$ cat config.mk
export PLATFORM = sky130hd
export DESIGN_NAME = ata_taskfile_dec
export DESIGN_NICKNAME = d
export VERILOG_FILES = /design/src/rtl/ata_tf_pkg.sv /design/src/rtl/ata_cmd_seq.sv /design/src/rtl/ata_ident_port.sv /design/src/rtl/ata_irq_gate.sv /design/src/rtl/ata_taskfile_dec.sv
export SDC_FILE = /design/constraint.sdc
export NUM_CORES = 1
export LEC_CHECK = 0
export CAP_MARGIN = 20
export CORE_MARGIN = 2
export CORE_UTILIZATION = 30
export CTS_CLUSTER_DIAMETER = 150
export DETAILED_ROUTE_END_ITERATION = 8
export MAX_ROUTING_LAYER = met4
export PLACE_DENSITY = 0.64
export SLEW_MARGIN = 5
export SYNTH_ARGS = -nofsm -noshare
export SYNTH_HDL_FRONTEND = slang
export SYNTH_SLANG_ARGS = --single-unit
$ cat constraint.sdc
create_clock -name clk -period 3.4 [get_ports clk]
set_input_delay 0.68 -clock clk [delete_from_list [all_inputs] [get_ports clk]]
set_output_delay 0.68 -clock clk [all_outputs]
set_load 0.02 [all_outputs]
$ cat src/rtl/ata_tf_pkg.sv
package ata_tf_pkg;

  // register offsets; the decode depends on them
  localparam int unsigned OFS_DATA    = 0;
  localparam int unsigned OFS_ERRFEAT = 1;
  localparam int unsigned OFS_SECCNT  = 2;
  localparam int unsigned OFS_LBA_LO  = 3;
  localparam int unsigned OFS_LBA_MID = 4;
  localparam int unsigned OFS_LBA_HI  = 5;
  localparam int unsigned OFS_DEVSEL  = 6;
  localparam int unsigned OFS_STATCMD = 7;
  localparam int unsigned OFS_ALTCTL  = 8;

  localparam logic [7:0] OP_DIAG    = 8'h90;
  localparam logic [7:0] OP_IDENT   = 8'hEC;
  localparam logic [7:0] OP_SETFEAT = 8'hEF;
  localparam logic [7:0] OP_DMA_IN  = 8'hC8;
  localparam logic [7:0] OP_DMA_OUT = 8'hCA;

  localparam logic [7:0] DIAG_ALT_OR = 8'h0D;
  localparam int unsigned MASK_BIT   = 1;

  typedef enum logic [2:0] {
    K_DIAG, K_IDENT, K_FEAT, K_DMA, K_BAD
  } cmd_kind_e;

  typedef enum logic [1:0] {
    SQ_IDLE, SQ_EXEC, SQ_DMA
  } seq_state_e;

  function automatic cmd_kind_e classify(input logic [7:0] code);
    case (code)
      OP_DIAG:               return K_DIAG;
      OP_IDENT:              return K_IDENT;
      OP_SETFEAT:            return K_FEAT;
      OP_DMA_IN, OP_DMA_OUT: return K_DMA;
      default:               return K_BAD;
    endcase
  endfunction

  function automatic logic [7:0] status_byte(input logic busy, input logic ready,
                                             input logic xfer, input logic fault);
    return {busy, ready, 2'b00, xfer, 2'b00, fault};
  endfunction

  function automatic logic [7:0] error_byte(input logic aborted);
    return {5'b00000, aborted, 2'b00};
  endfunction

endpackage

$ cat src/rtl/ata_cmd_seq.sv
module ata_cmd_seq
  import ata_tf_pkg::*;
(
  input  logic       clk,
  input  logic       rst_n,
  input  logic       cmd_wr,
  input  logic [7:0] cmd_code,
  input  logic       dma_done,
  output logic       cmd_accept,
  output logic       cmd_done,
  output logic       bsy,
  output logic       drdy,
  output logic       abrt,
  output logic       run_diag,
  output logic       run_ident,
  output logic       run_feat,
  output logic       dma_start,
  output logic       dma_dir
);

  seq_state_e state_q;
  logic [7:0] code_q;
  cmd_kind_e  kind;

  assign kind       = classify(code_q);
  assign bsy        = (state_q != SQ_IDLE);
  assign cmd_accept = cmd_wr && !bsy;

  assign run_diag   = (state_q == SQ_EXEC) && (kind == K_DIAG);
  assign run_ident  = (state_q == SQ_EXEC) && (kind == K_IDENT);
  assign run_feat   = (state_q == SQ_EXEC) && (kind == K_FEAT);
  assign dma_start  = (state_q == SQ_EXEC) && (kind == K_DMA);
  assign dma_dir    = (code_q == OP_DMA_IN);
  assign cmd_done   = ((state_q == SQ_EXEC) && (kind != K_DMA)) ||
                      ((state_q == SQ_DMA) && dma_done);

  always_ff @(posedge clk) begin
    if (!rst_n) begin
      state_q <= SQ_IDLE;
      code_q  <= 8'h00;
    end else begin
      case (state_q)
        SQ_IDLE: if (cmd_accept) begin
          code_q  <= cmd_code;
          state_q <= SQ_EXEC;
        end
        SQ_EXEC: state_q <= (kind == K_DMA) ? SQ_DMA : SQ_IDLE;
        SQ_DMA:  if (dma_done) state_q <= SQ_IDLE;
        default: state_q <= SQ_IDLE;
      endcase
    end
  end

  always_ff @(posedge clk) begin
    if (!rst_n) begin
      drdy <= 1'b1;
      abrt <= 1'b0;
    end else begin
      if (cmd_accept) begin
        drdy <= 1'b0;
        abrt <= 1'b0;
      end
      if (run_feat) drdy <= 1'b1;
      if ((state_q == SQ_EXEC) && (kind == K_BAD)) abrt <= 1'b1;
    end
  end

endmodule

$ cat src/rtl/ata_ident_port.sv
module ata_ident_port #(
  parameter int unsigned WORDS = 128,
  localparam int unsigned AW   = $clog2(WORDS)
) (
  input  logic          clk,
  input  logic          rst_n,
  input  logic          drop,
  input  logic          arm,
  input  logic          data_rd,
  output logic          drq,
  output logic          adv,
  output logic [AW-1:0] word_idx
);

  localparam logic [AW-1:0] LAST = AW'(WORDS - 1);

  assign adv = data_rd && drq;

  always_ff @(posedge clk) begin
    if (!rst_n) begin
      drq      <= 1'b0;
      word_idx <= '0;
    end else if (arm) begin
      drq      <= 1'b1;
      word_idx <= '0;
    end else if (drop) begin
      drq      <= 1'b0;
    end else if (adv) begin
      word_idx <= word_idx + 1'b1;
      if (word_idx == LAST) drq <= 1'b0;
    end
  end

endmodule

$ cat src/rtl/ata_irq_gate.sv
module ata_irq_gate (
  input  logic clk,
  input  logic rst_n,
  input  logic ctl_wr,
  input  logic ctl_mask,
  input  logic done,
  input  logic ack,
  output logic irq,
  output logic nien
);

  logic fire;
  assign fire = done && !nien;

  always_ff @(posedge clk) begin
    if (!rst_n) begin
      nien <= 1'b0;
      irq  <= 1'b0;
    end else begin
      if (fire)        nien <= 1'b1;
      else if (ctl_wr) nien <= ctl_mask;
      if (fire)        irq <= 1'b1;
      else if (ack)    irq <= 1'b0;
    end
  end

endmodule

$ cat src/rtl/ata_taskfile_dec.sv
module ata_taskfile_dec
  import ata_tf_pkg::*;
#(
  parameter int unsigned ADDR_W   = 4,
  parameter int unsigned DATA_W   = 32,
  parameter int unsigned ID_WORDS = 128,
  localparam int unsigned IDX_W   = $clog2(ID_WORDS)
) (
  input  logic              clk,
  input  logic              rst_n,
  input  logic [ADDR_W-1:0] reg_addr,
  input  logic              reg_wr,
  input  logic              reg_rd,
  input  logic [DATA_W-1:0] reg_wdata,
  output logic [DATA_W-1:0] reg_rdata,
  output logic [IDX_W-1:0]  ident_addr,
  input  logic [DATA_W-1:0] ident_word,
  output logic              dma_start,
  output logic              dma_dir,
  input  logic              dma_done,
  output logic [7:0]        feat_code,
  output logic [7:0]        feat_sub,
  output logic              feat_strobe,
  output logic              irq
);

  logic [7:0] wbyte;
  logic       unused_wdata_hi;
  assign wbyte           = reg_wdata[7:0];
  assign unused_wdata_hi = ^reg_wdata[DATA_W-1:8];

  function automatic logic hit(input logic [ADDR_W-1:0] a, input int unsigned ofs);
    return a == ADDR_W'(ofs);
  endfunction

  // named internal events
  logic cmd_wr, ctl_wr, stat_rd, data_rd;
  logic cmd_accept, cmd_done, bsy, drdy, abrt, drq, nien, id_adv;
  logic run_diag, run_ident, run_feat;

  assign cmd_wr  = reg_wr && hit(reg_addr, OFS_STATCMD);
  assign ctl_wr  = reg_wr && hit(reg_addr, OFS_ALTCTL);
  assign stat_rd = reg_rd && hit(reg_addr, OFS_STATCMD);
  assign data_rd = reg_rd && hit(reg_addr, OFS_DATA);

  ata_cmd_seq u_seq (
    .clk        (clk),
    .rst_n      (rst_n),
    .cmd_wr     (cmd_wr),
    .cmd_code   (wbyte),
    .dma_done   (dma_done),
    .cmd_accept (cmd_accept),
    .cmd_done   (cmd_done),
    .bsy        (bsy),
    .drdy       (drdy),
    .abrt       (abrt),
    .run_diag   (run_diag),
    .run_ident  (run_ident),
    .run_feat   (run_feat),
    .dma_start  (dma_start),
    .dma_dir    (dma_dir)
  );

  ata_ident_port #(.WORDS(ID_WORDS)) u_ident (
    .clk      (clk),
    .rst_n    (rst_n),
    .drop     (cmd_accept),
    .arm      (run_ident),
    .data_rd  (data_rd),
    .drq      (drq),
    .adv      (id_adv),
    .word_idx (ident_addr)
  );

  ata_irq_gate u_irq (
    .clk      (clk),
    .rst_n    (rst_n),
    .ctl_wr   (ctl_wr),
    .ctl_mask (wbyte[MASK_BIT]),
    .done     (cmd_done),
    .ack      (stat_rd),
    .irq      (irq),
    .nien     (nien)
  );

  // task-file storage
  logic [7:0] feat_r, seccnt_r, lba_lo_r, lba_mid_r, lba_hi_r, dev_r, alt_or_r;

  always_ff @(posedge clk) begin
    if (!rst_n) begin
      feat_r    <= 8'h00;
      seccnt_r  <= 8'h00;
      lba_lo_r  <= 8'h00;
      lba_mid_r <= 8'h00;
      lba_hi_r  <= 8'h00;
      dev_r     <= 8'h00;
      alt_or_r  <= 8'h00;
    end else begin
      if (reg_wr && hit(reg_addr, OFS_ERRFEAT)) feat_r    <= wbyte;
      if (reg_wr && hit(reg_addr, OFS_SECCNT))  seccnt_r  <= wbyte;
      if (reg_wr && hit(reg_addr, OFS_LBA_LO))  lba_lo_r  <= wbyte;
      if (reg_wr && hit(reg_addr, OFS_LBA_MID)) lba_mid_r <= wbyte;
      if (reg_wr && hit(reg_addr, OFS_LBA_HI))  lba_hi_r  <= wbyte;
      if (reg_wr && hit(reg_addr, OFS_DEVSEL))  dev_r     <= wbyte;
      if (run_diag) begin
        seccnt_r  <= 8'h01;
        lba_lo_r  <= 8'h00;
        lba_mid_r <= 8'h00;
        lba_hi_r  <= 8'h00;
        dev_r     <= 8'h00;
        alt_or_r  <= alt_or_r | DIAG_ALT_OR;
      end
    end
  end

  always_ff @(posedge clk) begin
    if (!rst_n) begin
      feat_code   <= 8'h00;
      feat_sub    <= 8'h00;
      feat_strobe <= 1'b0;
    end else begin
      feat_strobe <= run_feat;
      if (run_feat) begin
        feat_code <= feat_r;
        feat_sub  <= seccnt_r;
      end
    end
  end

  // read mux
  logic [7:0] stat_b;
  assign stat_b = status_byte(bsy, drdy, drq, abrt);

  always_comb begin
    reg_rdata = '0;
    case (reg_addr)
      ADDR_W'(OFS_DATA):    reg_rdata = drq ? ident_word : '0;
      ADDR_W'(OFS_ERRFEAT): reg_rdata = DATA_W'(error_byte(abrt));
      ADDR_W'(OFS_SECCNT):  reg_rdata = DATA_W'(seccnt_r);
      ADDR_W'(OFS_LBA_LO):  reg_rdata = DATA_W'(lba_lo_r);
      ADDR_W'(OFS_LBA_MID): reg_rdata = DATA_W'(lba_mid_r);
      ADDR_W'(OFS_LBA_HI):  reg_rdata = DATA_W'(lba_hi_r);
      ADDR_W'(OFS_DEVSEL):  reg_rdata = DATA_W'(dev_r);
      ADDR_W'(OFS_STATCMD): reg_rdata = DATA_W'(stat_b);
      ADDR_W'(OFS_ALTCTL):  reg_rdata = DATA_W'(stat_b | alt_or_r);
      default:              reg_rdata = '0;
    endcase
  end

endmodule

==> results by group, run 1 <==
Routing
  – First-pass iteration count of the detailed router: 6
  – Post-DR wirelength/cell: 16.14 µm
  – Residual DRC: 0
  – Vias per std cell: 5.084
  – Detail Route Antenna Nets: 0
  – WL final: 12.44 mm
  – Initial DRC Count: 289
  – Routed vias: 3,920

Final layout
  – Final nets: 664
  – Area Overhead vs Synth: 41.12%
  – Multi-input gate area: 0.002128 mm²
  – Sequential cell area: 0.001762 mm²
  – Share of cells above drive strength 1: 0.1025
  – Fillcell total: 1,300
  – Antenna Cells: 0

Placement
  – RD Place Congestion: 0.8737
  – PortBufs: 107
  – Placed wire-length estimate: 8.931 mm
  – DP Worst Slack: -0.1948 ns

Critical path
  – Crit-path cells: clkdlybuf4s50_1, nor4_2, buf_6, and3_1, clkdlybuf4s50_1
  – Most used cell, CP: clkdlybuf4s50_1
  – Worst EP required: 2.72 ns
  – Largest stage delay, worst path: 0.61 ns
  – Slowest CP cell: clkdlybuf4s50_1
  – WP data arrival: 2.64 ns
  – Critical Path Source Type: primary input
  – CP endpoint kind: output port
  – Crit-path max FO: 30
  – Crit Path Class: in2out

STA
  – Fmax: 301.2 MHz
  – Slew margin rel.: 0.4365
  – Final setup viols: 0
  – Fin Clk Skew: 0.006422 ns
  – Minimum clock period: 3.320 ns
  – RSZ-0062 raised after global routing: no
  – Hold Vio Cnt, Final: 0
  – Post-route clock period utilization: 0.9766
  – Slew @ Worst Pin: 0.8390 ns
  – Setup WS post-layout: 0.07959 ns
  – Pins over their slew limit: 0

Worst hold path
  – HP Class: reg2reg

CTS
  – Worst-skew pair later-pin latency: 0.34 ns
  – H-tree levels: 3
  – Clock root buffer master: clkbuf_16
  – Clk sink count: 88
  – Post-CTS setup buffers: 0
  – Clk slew on worst S/H paths: 0.06 ns
  – Num CTS Buffers: 9
  – TritonCTS clock tree: yes
  – Max clock buf depth: 2

Die
  – Core area: 0.01319 mm²
  – Cell row count: 42
  – Initial Util: 0.3061
  – Die Ht: 120.0 µm
  – Die X: 120.0 µm
  – I/O Pins: 132
  – Die footprint: 0.01440 mm²

Global routing
  – Largest net degree at the start of global routing: 40
  – Antenna violations before repair: 0
  – First-pass GRT wire length: 19.59 mm
  – GR Overflow Total: 0
  – GRT Total Usage: 0.1779
  – Vias in the first global route: 3,752

Power
  – Pwr dens: 384.8 mW/mm²
  – Leakage dissipation: 2.238 nW
  – Worst ir drop on vdd: 0.2274 mV
  – Post-layout power: 2.193 mW

Logic synthesis
  – Mapped Avg Cell Area: 8.412 µm²
  – Sequential fraction of the synthesis area: 0.4363
  – Cells after Synth: 480
  – Ys flop type: dfxtp_1
  – Yosys warnings: 0
  – Net Count, Synth: 554
  – Synthesized cell area: 0.004038 mm²
  – Netlist cell types: 53
  – Post-synth EDFFs: 0
  – Fraction of registers with async set/reset: 0
  – Yosys reg bits: 88

Run
  – Max Cap Viol: 0

Status
  – Outcome: completed
[routing by layer]
layer	vias to the layer above	wire (µm)	track usage
met2	140	5715	0.2862
met3	23	919	0.03802
li1	1934	-	-
met4	0	245	0.06029
met5	-	0	-
met1	1823	5563	0.2219
[cells in the mapped netlist (2+ instances only)]
cell | count | area share
a221oi_1 | 2 | 0.0043
or2_2 | 3 | 0.0046
a211o_1 | 2 | 0.0043
and2_1 | 3 | 0.0046
a21oi_1 | 39 | 0.048
buf_2 | 9 | 0.011
nand2_1 | 62 | 0.058
a22oi_1 | 9 | 0.017
o21ai_1 | 2 | 0.0025
a211oi_1 | 2 | 0.0037
buf_1 | 2 | 0.0019
xor2_1 | 5 | 0.011
o21a_1 | 3 | 0.0056
nor4b_1 | 4 | 0.0087
a22o_1 | 4 | 0.0087
dfxtp_1 | 88 | 0.44
nor2_1 | 38 | 0.035
nand3b_1 | 3 | 0.0056
nand2b_1 | 4 | 0.0062
nand4_1 | 5 | 0.0077
mux2i_1 | 32 | 0.079
o211ai_1 | 3 | 0.0056
nor3_1 | 4 | 0.0050
nor4_1 | 2 | 0.0031
clkbuf_1 | 21 | 0.020
nand3_1 | 51 | 0.063
and3_1 | 25 | 0.039
o21ai_0 | 22 | 0.027
buf_4 | 2 | 0.0037
nor2b_1 | 4 | 0.0062
inv_1 | 3 | 0.0028
[cells in the final DEF, fill, tap and decap left out, types with 9 or more instances in the layout]
master           netlist  final
a21oi_1               39     39
a22oi_1                9      9
and3_1                25     25
buf_4                  2     27
clkbuf_16              0      9
clkdlybuf4s50_1        0     96
dfxtp_1               88     88
dlygate4sd2_1          0      9
mux2i_1               32     32
nand2_1               62     62
nand3_1               51     51
nor2_1                38     38
o21ai_0               22     22
[layout make-up]
class / instances / area share
well taps: 176 / 0.03865
flip-flops and latches: 88 / 0.3092
multi-input cells: 353 / 0.3735
clock inverters: 6 / 0.009003
clock buffers: 10 / 0.04194
inverters: 3 / 0.001976
repair buffers: 135 / 0.2257
[worst max-delay path, delay by kind of cell]
kind	cells	cell delay, ns
buffers and inverters	3	1.36
and+or+nand+nor	2	0.59
[logic make-up (layout without fill, tap and decap cells)]
group                    Yosys count  count (layout)  share of synthesized area
AO/OA/AOI/OAI                     97              97                     0.1478
multiplexers                      32              32                    0.07933
buffers and inverters             39             154                    0.04772
adder cells (fa/ha/maj)            1               1                   0.003098
XOR/XNOR                           5               5                    0.01085
flip-flops                        88              88                     0.4363
AND/OR/NAND/NOR                  218             218                     0.2749
[final timing paths]
kind	from	endpoint	slack [ns]	cells after the start
worst max-delay path	reg_addr[0]	reg_rdata[26]	0.08	5
worst min register to register	alt_or_r[0]	alt_or_r[0]	0.45	2
worst max register to register	u_seq.state_q[1]	feat_sub[6]	1.38	5
worst min-delay path	alt_or_r[0]	alt_or_r[0]	0.45	2
[flip-flops by register name, indices dropped and copies added, names as in the netlist, 2 cells and up]
signal,count
dev_r,8
u_ident.word_idx,7
lba_hi_r,8
feat_sub,8
lba_mid_r,8
feat_code,8
u_seq.code_q,8
seccnt_r,8
feat_r,8
u_seq.state_q,2
lba_lo_r,8
[per-stage QoR]
step	utilization	hold slack, ns	std cells	TNS, ns	cell area (µm²)
floorplan	-	0.4256	480	0	4038
global placement	0.4090	0.4430	755	-0.9256	5395
detailed placement	0.4090	0.4395	755	-0.9290	5395
CTS	0.4313	0.4567	771	0	5689
global route	0.4320	0.4811	771	0	5698
finish	0.4320	0.4536	771	0	5698
[what timing repair did]
item                                    4_1_cts  5_1_grt
gates resized for setup                      12        2
endpoints found under the setup margin       10        2
cloned                                        0        0
hold buffers                                  0        0
[where the power goes]
group	internal, mW	leakage (nW)	switching [mW]
combinational	0.0866	1.38	0.0980
clock	0.527	0.145	0.435
sequential	1.04	0.710	0.00630
No activity file was read; power rests on OpenSTA's default activity.
==> inputs of run 2 (changes only) <==
--- a/config.mk
+++ b/config.mk
@@ -10,9 +10,11 @@
 export CORE_UTILIZATION = 30
 export CTS_CLUSTER_DIAMETER = 150
 export DETAILED_ROUTE_END_ITERATION = 8
+export HOLD_SLACK_MARGIN = 0.03
 export MAX_ROUTING_LAYER = met4
 export PLACE_DENSITY = 0.64
-export SLEW_MARGIN = 5
+export SKIP_LAST_GASP = 1
+export SLEW_MARGIN = 15
 export SYNTH_ARGS = -nofsm -noshare
 export SYNTH_HDL_FRONTEND = slang
 export SYNTH_SLANG_ARGS = --single-unit
==> run 2 against run 1 <==
- the flow now finishes with violations (negative setup slack)
- clock skew is essentially flat
- core utilization is essentially flat
- combinational power is essentially flat
- cell count is the same
- sequential power is essentially flat
- sequential cell count is the same
- setup slack lost 0.12 ns
- clock power is essentially flat
- largest cell class unchanged
==> results by group, run 2 (synthesis gave the netlist of run 1 again) <==
Routing
  – Vias per std cell: 5.097 (+0.26%)
  – First-pass iteration count of the detailed router: 5 (-1)
  – Post-DR wirelength/cell: 16.07 µm (-0.40%)
  – Routed vias: 3,930 (+0.26%)
  – WL final: 12.39 mm (-0.40%)
  – Initial DRC Count: 324 (+12%)
  – Residual DRC: 0 (unchanged)
  – Detail Route Antenna Nets: 0 (unchanged)

Final layout
  – Antenna Cells: 0 (unchanged)
  – Highest-count cells in the layout ignoring fill and taps: 97 x clkdlybuf4s50_1, 88 x dfxtp_1, 62 x nand2_1
  – Final nets: 664 (unchanged)
  – Commonest non-fill, non-tap cell in the layout: clkdlybuf4s50_1
  – Share of cells above drive strength 1: 0.1008 (-0.001681)
  – Post-Layout Cell Count: 771 (unchanged)
  – Final core utilization: 0.4319 (about the same)
  – Final Cell Area: 0.005697 mm² (about the same)
  – Area Overhead vs Synth: 41.09% (about the same)

Status
  – Outcome: finished, violations left
  – Failing checks: negative setup slack

Power
  – Logic pwr share: 0.084 (about the same)
  – Pwr dens: 384.7 mW/mm² (about the same)
  – Switching part of the total: 0.2454 (-0.0005594)
  – Sequential share of power: 0.477 (about the same)
  – Cell internal pwr: 1.654 mW (about the same)
  – Switching power total: 0.5378 mW (-0.28%)
  – Clock Power Share: 0.439 (about the same)
  – Worst ir drop on vdd: 0.2274 mV (about the same)
  – Leakage dissipation: 2.245 nW (+0.31%)

Global routing
  – First-pass GRT wire length: 19.59 mm (unchanged)
  – GRT Total Usage: 0.1780 (about the same)
  – GR Overflow Total: 0 (unchanged)
  – Largest net degree at the start of global routing: 40 (unchanged)
  – Antenna violations before repair: 0 (unchanged)
  – Vias in the first global route: 3,751 (-0.027%)

CTS
  – Clk sink count: 88 (unchanged)
  – Num CTS Buffers: 9 (unchanged)
  – Clk slew on worst S/H paths: 0.06 ns (about the same)
  – H-tree levels: 3 (unchanged)
  – Clock root buffer master: clkbuf_16
  – Worst-skew pair later-pin latency: 0.34 ns (about the same)
  – Post-CTS setup buffers: 0 (unchanged)
  – TritonCTS clock tree: yes
  – Max clock buf depth: 2 (unchanged)

Critical path
  – WP data arrival: 2.76 ns (+0.12 ns)
  – CP endpoint kind: output port
  – Worst EP required: 2.72 ns (about the same)
  – Crit Path Class: in2out
  – Critical Path Source Type: primary input
  – Crit-path max FO: 13 (-57%)

STA
  – Minimum clock period: 3.436 ns (+0.1156 ns)
  – Post-route clock period utilization: 1.011 (+0.03400)
  – Fin Clk Skew: 0.006662 ns (+0.0002402 ns)
  – Final setup viols: 1 (+1)
  – Slew margin rel.: 0.4382 (+0.001706)
  – RSZ-0062 raised after global routing: yes
  – Pins over their slew limit: 0 (unchanged)
  – Slew @ Worst Pin: 0.8365 ns (-0.002540 ns)
  – Setup WS post-layout: -0.03603 ns (-0.1156 ns)
  – Hold Vio Cnt, Final: 0 (unchanged)
  – Fmax: 291.0 MHz (-3.4%)
  – Hold slack: 0.4546 ns (+0.001009 ns)

Placement
  – RD Place Congestion: 0.8737 (unchanged)
  – Placed wire-length estimate: 8.931 mm (unchanged)
  – Post-Place Cells: 755 (unchanged)
  – PortBufs: 107 (unchanged)
  – Area after DPL: 0.005395 mm² (unchanged)

Die
  – Core area: 0.01319 mm² (unchanged)
  – I/O Pins: 132 (unchanged)
  – Die footprint: 0.01440 mm² (unchanged)
  – Die X: 120.0 µm (unchanged)
  – Initial Util: 0.3061 (unchanged)
  – Die Ht: 120.0 µm (unchanged)
  – Cell row count: 42 (unchanged)

Worst hold path
  – HP Class: reg2reg

Run
  – Max Cap Viol: 0 (unchanged)
-- run 2: cell types whose count changed in the layout (fill, tap and decap cells not counted), sizes merged --
| cell | previous run | this run |
|---|---|---|
| clkdlybuf4s50 | 96 | 97 |
| dlygate4sd2 | 9 | 7 |
| dlymetal6s2s | 1 | 2 |
-- run 2: cell type report --
| cell class | count | area, µm² |
|---|---|---|
| Tap cell | 176 | 220.2 |
| Timing Repair Buffer | 135 | 1291 |
| Clock inverter | 6 | 51.30 |
| Clock buffer | 10 | 239.0 |
| Fill cell | 1298 | 7493 |
| Multi-Input combinational cell | 353 | 2122 |
| Sequential cell | 88 | 1762 |
| Inverter | 3 | 11.26 |
-- run 2: power by group through the flow --
stage / logic, mW / clock network (mW) / registers [mW]
6_report: 0.184 / 0.961 / 1.05
3_3_place_gp: 0.180 / 0 / 1.07
4_1_cts: 0.183 / 0.979 / 1.05
3_5_place_dp: 0.182 / 0 / 1.07
2_1_floorplan: 0.0792 / 0 / 1.07
5_1_grt: 0.197 / 1.02 / 1.05
-- run 2: final timing paths --
| kind | startpoint | cells after the start | end | slack [ns] |
|---|---|---|---|---|
| max reg2reg | u_seq.code_q[4] | 5 | feat_sub[6] | 1.38 |
| min reg2reg | alt_or_r[0] | 2 | alt_or_r[0] | 0.45 |
| max | reg_addr[3] | 6 | reg_rdata[1] | -0.04 |
| min | alt_or_r[0] | 2 | alt_or_r[0] | 0.45 |
-- run 2: critical path, cell delays in order --
cell and delay (ns):
clkdlybuf4s50_1 0.54, buf_4 0.24, and4bb_2 0.27, buf_4 0.18, a221o_1 0.30, clkdlybuf4s50_1 0.54
-- run 2: timing repair --
item,CTS,global route
setup endpoints to repair,10,6
gates resized for setup,8,4
hold buffers,0,0
-- run 2: per-stage QoR --
stage / setup WS [ns] / TNS [ns] / total power [mW]
global placement: -0.1623 / -0.9256 / 1.249
CTS: -0.07609 / -0.1401 / 2.208
finish: -0.03603 / -0.03603 / 2.191
floorplan: 0.7183 / 0 / 1.147
detailed placement: -0.1948 / -0.9290 / 1.252
global route: -0.09830 / -0.1090 / 2.261
-- run 2: layer usage --
layer,global-route usage,vias up,share of wire
met1,0.2216,1832,0.44
met3,0.03897,20,0.073
met5,-,-,0
met4,0.06029,0,0.016
met2,0.2862,144,0.47
li1,-,1934,-
